`src/rtl/irq_flag_pkg.sv`:
```
package irq_flag_pkg;

  // Strobes from the control half to the datapath half.
  typedef struct packed {
    logic snapTake;  // read window opens this cycle: capture reported flags
    logic readDone;  // read window closes this cycle: clear reported, apply pending
    logic holdEvt;   // window open and not closing: park events as pending
    logic maskLoad;  // load new mask value
  } flagCtlS;

endpackage

```
`src/rtl/ifc_datapath.sv`:
```
module ifc_datapath
  import irq_flag_pkg::*;
#(
  parameter int NUM_FLAGS = 8
) (
  input  logic                 clk,
  input  logic                 rst_n,
  input  flagCtlS              ctl,
  input  logic [NUM_FLAGS-1:0] evtIn,
  input  logic [NUM_FLAGS-1:0] maskWrData,
  output logic [NUM_FLAGS-1:0] flagQ,
  output logic [NUM_FLAGS-1:0] maskQ,
  output logic                 anyReq
);

  logic [NUM_FLAGS-1:0] pendQ;
  logic [NUM_FLAGS-1:0] snapQ;

  // One cell per flag bit: flag, pending and snapshot storage.
  for (genvar gi = 0; gi < NUM_FLAGS; gi++) begin : gFlag
    logic flagNext;
    logic pendNext;
    logic snapNext;

    always_comb begin
      flagNext = flagQ[gi];
      pendNext = pendQ[gi];
      snapNext = snapQ[gi];
      if (ctl.readDone) begin
        flagNext = (flagQ[gi] & ~snapQ[gi]) | pendQ[gi] | evtIn[gi];
        pendNext = 1'b0;
        snapNext = 1'b0;
      end else if (ctl.holdEvt) begin
        pendNext = pendQ[gi] | evtIn[gi];
      end else begin
        flagNext = flagQ[gi] | evtIn[gi];
        if (ctl.snapTake) begin
          snapNext = flagQ[gi];
        end
      end
    end

    always_ff @(posedge clk or negedge rst_n) begin
      if (!rst_n) begin
        flagQ[gi] <= 1'b0;
        pendQ[gi] <= 1'b0;
        snapQ[gi] <= 1'b0;
      end else begin
        flagQ[gi] <= flagNext;
        pendQ[gi] <= pendNext;
        snapQ[gi] <= snapNext;
      end
    end
  end

  always_ff @(posedge clk or negedge rst_n) begin
    if (!rst_n) begin
      maskQ <= '0;
    end else if (ctl.maskLoad) begin
      maskQ <= maskWrData;
    end
  end

  assign anyReq = |(flagQ & maskQ);

  // Flags only fall at the edge that closes a read window.
  AST_FLAG_STICKY: assert property (@(posedge clk) disable iff (!rst_n)
    !ctl.readDone |=> ((flagQ & $past(flagQ)) == $past(flagQ)));

  // Flag register frozen while a window is open and not closing.
  AST_WINDOW_FREEZE: assert property (@(posedge clk) disable iff (!rst_n)
    ctl.holdEvt |=> $stable(flagQ));

  // Mask changes only on a mask write.
  AST_MASK_HOLD: assert property (@(posedge clk) disable iff (!rst_n)
    !ctl.maskLoad |=> $stable(maskQ));

  // An event held into the closing cycle leaves its flag set.
  AST_HELD_RESET: assert property (@(posedge clk) disable iff (!rst_n)
    ctl.readDone |=> ((flagQ & $past(evtIn)) == $past(evtIn)));

endmodule

```
`src/rtl/ifc_ctrl.sv`:
```
module ifc_ctrl
  import irq_flag_pkg::*;
(
  input  logic    clk,
  input  logic    rst_n,
  input  logic    rdBegin,
  input  logic    rdEnd,
  input  logic    maskWrEn,
  input  logic    anyReq,
  output flagCtlS ctl,
  output logic    irqN
);

  logic winQ;
  logic irqLatchQ;
  logic releaseNow;

  always_comb begin
    ctl.snapTake = !winQ && rdBegin;
    ctl.readDone = winQ && rdEnd;
    ctl.holdEvt  = winQ && !rdEnd;
    ctl.maskLoad = maskWrEn;
  end

  assign releaseNow = ctl.readDone || maskWrEn;

  always_ff @(posedge clk or negedge rst_n) begin
    if (!rst_n) begin
      winQ <= 1'b0;
    end else if (ctl.snapTake) begin
      winQ <= 1'b1;
    end else if (ctl.readDone) begin
      winQ <= 1'b0;
    end
  end

  // Latched interrupt: once asserted it holds until released.
  always_ff @(posedge clk or negedge rst_n) begin
    if (!rst_n) begin
      irqLatchQ <= 1'b0;
    end else if (releaseNow) begin
      irqLatchQ <= 1'b0;
    end else if (!irqLatchQ) begin
      irqLatchQ <= anyReq;
    end
  end

  assign irqN = !irqLatchQ;

  AST_IRQ_BLOCKED: assert property (@(posedge clk) disable iff (!rst_n)
    (irqLatchQ && !releaseNow) |=> irqLatchQ);

  AST_IRQ_CAUSE: assert property (@(posedge clk) disable iff (!rst_n)
    $rose(irqLatchQ) |-> $past(anyReq));

  AST_IRQ_RELEASE: assert property (@(posedge clk) disable iff (!rst_n)
    releaseNow |=> irqN);

  AST_STRAY_END: assert property (@(posedge clk) disable iff (!rst_n)
    (!winQ && !rdBegin) |=> !winQ);

endmodule

```
`src/rtl/irq_flag_ctrl.sv`:
```
module irq_flag_ctrl
  import irq_flag_pkg::*;
#(
  parameter int NUM_FLAGS = 8
) (
  input  logic                 clk,
  input  logic                 rst_n,
  input  logic [NUM_FLAGS-1:0] evtIn,
  input  logic                 maskWrEn,
  input  logic [NUM_FLAGS-1:0] maskWrData,
  input  logic                 rdBegin,
  input  logic                 rdEnd,
  output logic [NUM_FLAGS-1:0] flagOut,
  output logic [NUM_FLAGS-1:0] maskOut,
  output logic                 irqN
);

  flagCtlS ctlS;
  logic    anyReq;

  ifc_ctrl uCtrl (
    .clk      (clk),
    .rst_n    (rst_n),
    .rdBegin  (rdBegin),
    .rdEnd    (rdEnd),
    .maskWrEn (maskWrEn),
    .anyReq   (anyReq),
    .ctl      (ctlS),
    .irqN     (irqN)
  );

  ifc_datapath #(.NUM_FLAGS(NUM_FLAGS)) uData (
    .clk        (clk),
    .rst_n      (rst_n),
    .ctl        (ctlS),
    .evtIn      (evtIn),
    .maskWrData (maskWrData),
    .flagQ      (flagOut),
    .maskQ      (maskOut),
    .anyReq     (anyReq)
  );

  // A masked-out flag alone never pulls the line low.
  AST_MASKED_QUIET: assert property (@(posedge clk) disable iff (!rst_n)
    (irqN && ((flagOut & maskOut) == '0) && !maskWrEn) |=> irqN);

endmodule

```
`config.mk`:
```
export PLATFORM = sky130hd
export DESIGN_NAME = irq_flag_ctrl
export DESIGN_NICKNAME = d
export VERILOG_FILES = /design/src/rtl/irq_flag_pkg.sv /design/src/rtl/ifc_datapath.sv /design/src/rtl/ifc_ctrl.sv /design/src/rtl/irq_flag_ctrl.sv
export SDC_FILE = /design/constraint.sdc
export NUM_CORES = 1
export LEC_CHECK = 0
export ABC_AREA = 1
export CORE_ASPECT_RATIO = 1.4
export CORE_MARGIN = 2
export CORE_UTILIZATION = 54
export CTS_CLUSTER_SIZE = 28
export DETAILED_ROUTE_END_ITERATION = 10
export PLACE_DENSITY = 0.91
export SLEW_MARGIN = 20
export SYNTH_ARGS = -nofsm -noshare
export SYNTH_HDL_FRONTEND = slang
export SYNTH_HIERARCHICAL = 1
export SYNTH_SLANG_ARGS = --single-unit
```
`constraint.sdc`:
```
create_clock -name clk -period 1.7 [get_ports clk]
set_input_delay 0.34 -clock clk [delete_from_list [all_inputs] [get_ports clk]]
set_output_delay 0.34 -clock clk [all_outputs]
set_load 0.01 [all_outputs]
```
# Word-level counts from Yosys, hierarchy flattened

Cells that the tools add are included.

Memories: 0
Output and inout port bits: 17
Memory bits (read-only): 0
Latch bits: 0
Input bits: 21
Word-level logic and storage cells: 148
Register bits: 34
Memory bits (writable): 0

$mul: 0
Reductions and logical operators: 11
Equality and inequality tests: 1
Add/sub/neg operators: 0
Shifts and indexed selects: 0
Bitwise logic cells: 49
$lt $le $gt $ge: 0
Div/mod/pow operators: 0
Multiplexer cells: 60

Operator list:

| kind                 | number |
|---|---|
| $mux W1              | 60 |
| $or A1 B1 Y1         | 32 |
| $and A1 B1 Y1        | 8 |
| $and A8 B8 Y8        | 1 |
| $not A1 Y1           | 8 |
| $reduce_or A8 Y1     | 1 |
| $reduce_bool A2 Y1   | 2 |
| $logic_and A1 B1 Y1  | 3 |
| $logic_not A1 Y1     | 3 |
| $ne A2 B1 Y1 const B | 1 |
| $reduce_and A2 Y1    | 1 |
| $logic_or A1 B1 Y1   | 1 |

# Depth between registers and ports, before layout

Depth after elaboration: 5
Depth in mapped cells: 8
Gate-level depth less buffers: 7

# Modules after synthesis

The synthesis kept the hierarchy.

Modules (own cells, without submodules):

| module       | cells each | seq. area each (um^2) | area an instance (um^2) | instances |
|---|---|---|---|---|
| ifc_datapath | 186        | 800.8                 | 1629.1                  | 1 |
| ifc_ctrl     | 15         | 50.0                  | 106.4                   | 1 |

# Least setup slack after synthesis

No wires, ideal clock.

Path type: reg-to-reg
From: register uCtrl.winQ
To: register uData.snapQ[3]
Data required time: 1.583 ns
Buffers on the path: 1
Data arrival time: 0.921 ns
Path slack: 0.662 ns
Setup time: 0.117 ns
Cell stages (with the launch flop): 9
Period minus slack after synthesis: 1.038 ns
Path through: dfrtp_1 inv_1 nor2_1 buf_6 inv_4 nand2_8 inv_6 nand2_1 o21ai_2

RTL lines:

| item                          | RTL line           | RTL |
|---|---|---|
| start, declared               | ifc_ctrl.sv:14     | `logic winQ;` |
| start signal, assigned        | ifc_ctrl.sv:29     | `winQ <= 1'b0;` |
| start signal, assigned        | ifc_ctrl.sv:31     | `winQ <= 1'b1;` |
| start signal, assigned        | ifc_ctrl.sv:33     | `winQ <= 1'b0;` |
| end signal, assigned by index | ifc_datapath.sv:51 | `snapQ[gi] <= snapNext;` |
| end, declared                 | ifc_datapath.sv:17 | `logic [NUM_FLAGS-1:0] snapQ;` |

# Final worst setup path

From: register uData.flagQ[2]
To: output port flagOut[2]

RTL lines:

| item                            | RTL line            | RTL |
|---|---|---|
| start, declared                 | ifc_datapath.sv:11  | `output logic [NUM_FLAGS-1:0] flagQ,` |
| start signal, assigned by index | ifc_datapath.sv:49  | `flagQ[gi] <= flagNext;` |
| end, declared                   | irq_flag_ctrl.sv:13 | `output logic [NUM_FLAGS-1:0] flagOut,` |

No word-level cell between the ends.

==> summary.txt <==
Final layout
  – # fillers: 214
  – Final instance area: 2220 um2
  – Most frequent cells in the layout: nand2_1 (60), clkdlybuf4s50_1 (37), inv_1 (37)
  – Share of layout cells above drive strength 1: 17.6%
  – Final non-filler cell total: roughly 280
  – Commonest non-fill, non-tap cell in the layout: nand2_1
  – Area grow syn2layout: 28.0%
  – Nets: 265
  – ANT cells: 0

Clocking
  – Reg clk slew, reported paths: 70 ps
  – # resized after CTS: 0
  – Total CTS buffers: 5
  – Cts-stage hold buffer count: 0
  – Insertion delay to the later sink of the worst-skew pair: 280 ps
  – Root Buffer: clkbuf_8
  – CTS tree: done
  – H-Tree Depth: 2
  – Clock Tree Buf Depth: 2
  – Post-CTS setup repair buffer count: 0
  – Clock sink count: 34

Logic synthesis
  – Avg Inst Size Synth: 8.63 um2
  – Yosys reg bits: 34
  – Syn. warnings: 6
  – Synthesized Nets: around 220
  – Post-Syn Area: 1740 um2
  – Count of cell types in the netlist: 20
  – Post-Syn Instances: roughly 200
  – Sequential area share after synthesis: 49.0%

Placement
  – Setup WS pre-CTS: 59.9 ps
  – Port Buffers: 37
  – DP HPWL: 2460 um
  – Dpl cells: 276
  – Cell Area, Placed: 2140 um2
  – Gpl congestion: 0.806

STA
  – Clk_skew: around 5.7 ps
  – Setup Viol. Count Final: 0
  – Final hold violation count: 0
  – Setup Total Neg Slack: 0 ps
  – Crit share post-route: a little over nine tenths
  – Worst slew pin tran: 472 ps
  – RSZ-0062 raised after global routing: false
  – Max-slew headroom: between 60% and 70%
  – Setup ws final: 91.8 ps
  – Final slew viol count: 0
  – Fin crit period: 1610 ps
  – FMAX: approximately 0.62 GHz

Critical path
  – Critical path fanouts, max: 4
  – Critical Path, Cell by Cell: clkdlybuf4s50_1
  – R2R setup slack: roughly 470 ps
  – Setup CP Type: reg2out
  – Slowest stage delay, CP: 560 ps
  – Capture point of the worst reg-to-reg path: uData/snapQ[6]
  – Required time worst endpoint: between 1000 and 1500 ps
  – Slowest stage cell, crit path: clkdlybuf4s50_1
  – Worst setup SP type: register
  – CP Buf/Inv Count: 1
  – CP endpoint kind: primary output
  – Crit Reg-Reg Startpoint: uCtrl/winQ
  – Worst R2R Path Depth: 6
  – CP top delay family: buffers and inverters
  – Crit path DAT: 1270 ps

Detailed routing
  – Vias per inst: 4.90
  – TritonRoute pass-1 iters: 4
  – DR WL/cell: between 10 and 15 um
  – Via count: between 1k and 1.5k
  – Wirelength, routed: 3400 um
  – DRC viols: 0
  – Routed Antenna Nets: 0
  – DRT iter0 DRCs: 44

Floorplanning
  – Core area: 3090 um2
  – Die area: 3690 um2
  – Placement row count: 24
  – Chip height: 71.1 um
  – Die Width: 51.9 um
  – Ports: 38
  – Initial core utilization: roughly 56%

GRT
  – Tot GR Track Use: between 20% and 30%
  – Pin count of the biggest net entering global routing: 35
  – First-pass GRT wire length: between 6000 and 7000 um
  – Number of global-route vias before repair: about 1.4k
  – GRT overflow: 0
  – Initial antenna violation count: 0

Power and ir drop
  – Pwr/cell area: 1030 nW/um2
  – Peak supply drop: 933 uV
  – LEAKAGE: 1.10 nW

Status
  – Status: finished clean

Flow run
  – Max Cap Viol: 0

Worst hold path
  – Worst hold path class: in2async
worst max-delay path by stage:
stage | cells after the start | end | startpoint
finish | 1 | flagOut[2] | uData/flagQ[2]
global route | 1 | flagOut[1] | uData/flagQ[1]
CTS | 1 | flagOut[1] | uData/flagQ[1]
detailed placement | 8 | uData/flagQ[5] | rdEnd
global placement | 7 | uData/flagQ[6] | rdEnd
floorplan | 8 | uData/snapQ[3] | uCtrl/winQ
area by class of cell:
| class | instances | area [um2] | share of cell area (%) |
|---|---|---|---|
| Sequential cell | 34 | 851 | 38.3 |
| Multi-Input combinational cell | 121 | 657 | 29.6 |
| Timing Repair Buffer | 42 | 420 | 18.9 |
| Inverter | 40 | 165 | 7.44 |
| Clock buffer | 5 | 68.8 | 3.10 |
| Tap cell | 39 | 48.8 | 2.20 |
| Clock inverter | 2 | 10.0 | 0.451 |
per-stage QoR:
step	hold WS (ps)	util (%)	power, mW
final	453	71.8	2.29
after global routing	491	71.8	2.45
after CTS	460	71.8	2.31
after detailed placement	507	69.3	1.76
after global placement	501	69.3	1.73
after floorplan	44.4	-	1.50
metal layers:
metal	vias up	GRT usage, %	wire length, um
li1	689	-	-
met1	648	26.6	1370
met2	38	37.7	1740
met3	11	5.49	170
met4	0	11.4	122
met5	-	0	0
state kept, by name, summed over array words and instances, names as in the netlist:
name,cells
uCtrl/irqLatchQ,1
uData/pendQ,8
uData/maskQ,8
uCtrl/winQ,1
uData/snapQ,8
uData/flagQ,8
synth_stat cells, drive strengths merged:
| master | number | share of area, % |
|---|---|---|
| buf | 6 | 3.6 |
| nor2 | 13 | 4.7 |
| a21oi | 8 | 4.0 |
| nand2 | 67 | 18 |
| inv | 40 | 9.5 |
| dfrtp | 34 | 49 |
| nand3 | 8 | 2.3 |
| o21ai | 25 | 8.9 |
where the power goes:
part / internal (mW) / switching (mW) / leakage [nW]
clock network: 0.274 / 0.269 / 0.0438
logic: 0.313 / 0.398 / 0.650
registers: 0.958 / 0.0762 / 0.402
total: 1.55 / 0.744 / 1.10
cell families after synthesis:
family	count (synthesis)	synth area share, %
compound gates	33	13.0
buf+inv	46	13.1
simple gates	88	24.9
flops	34	49.0
No activity file was read; power rests on OpenSTA's default activity.
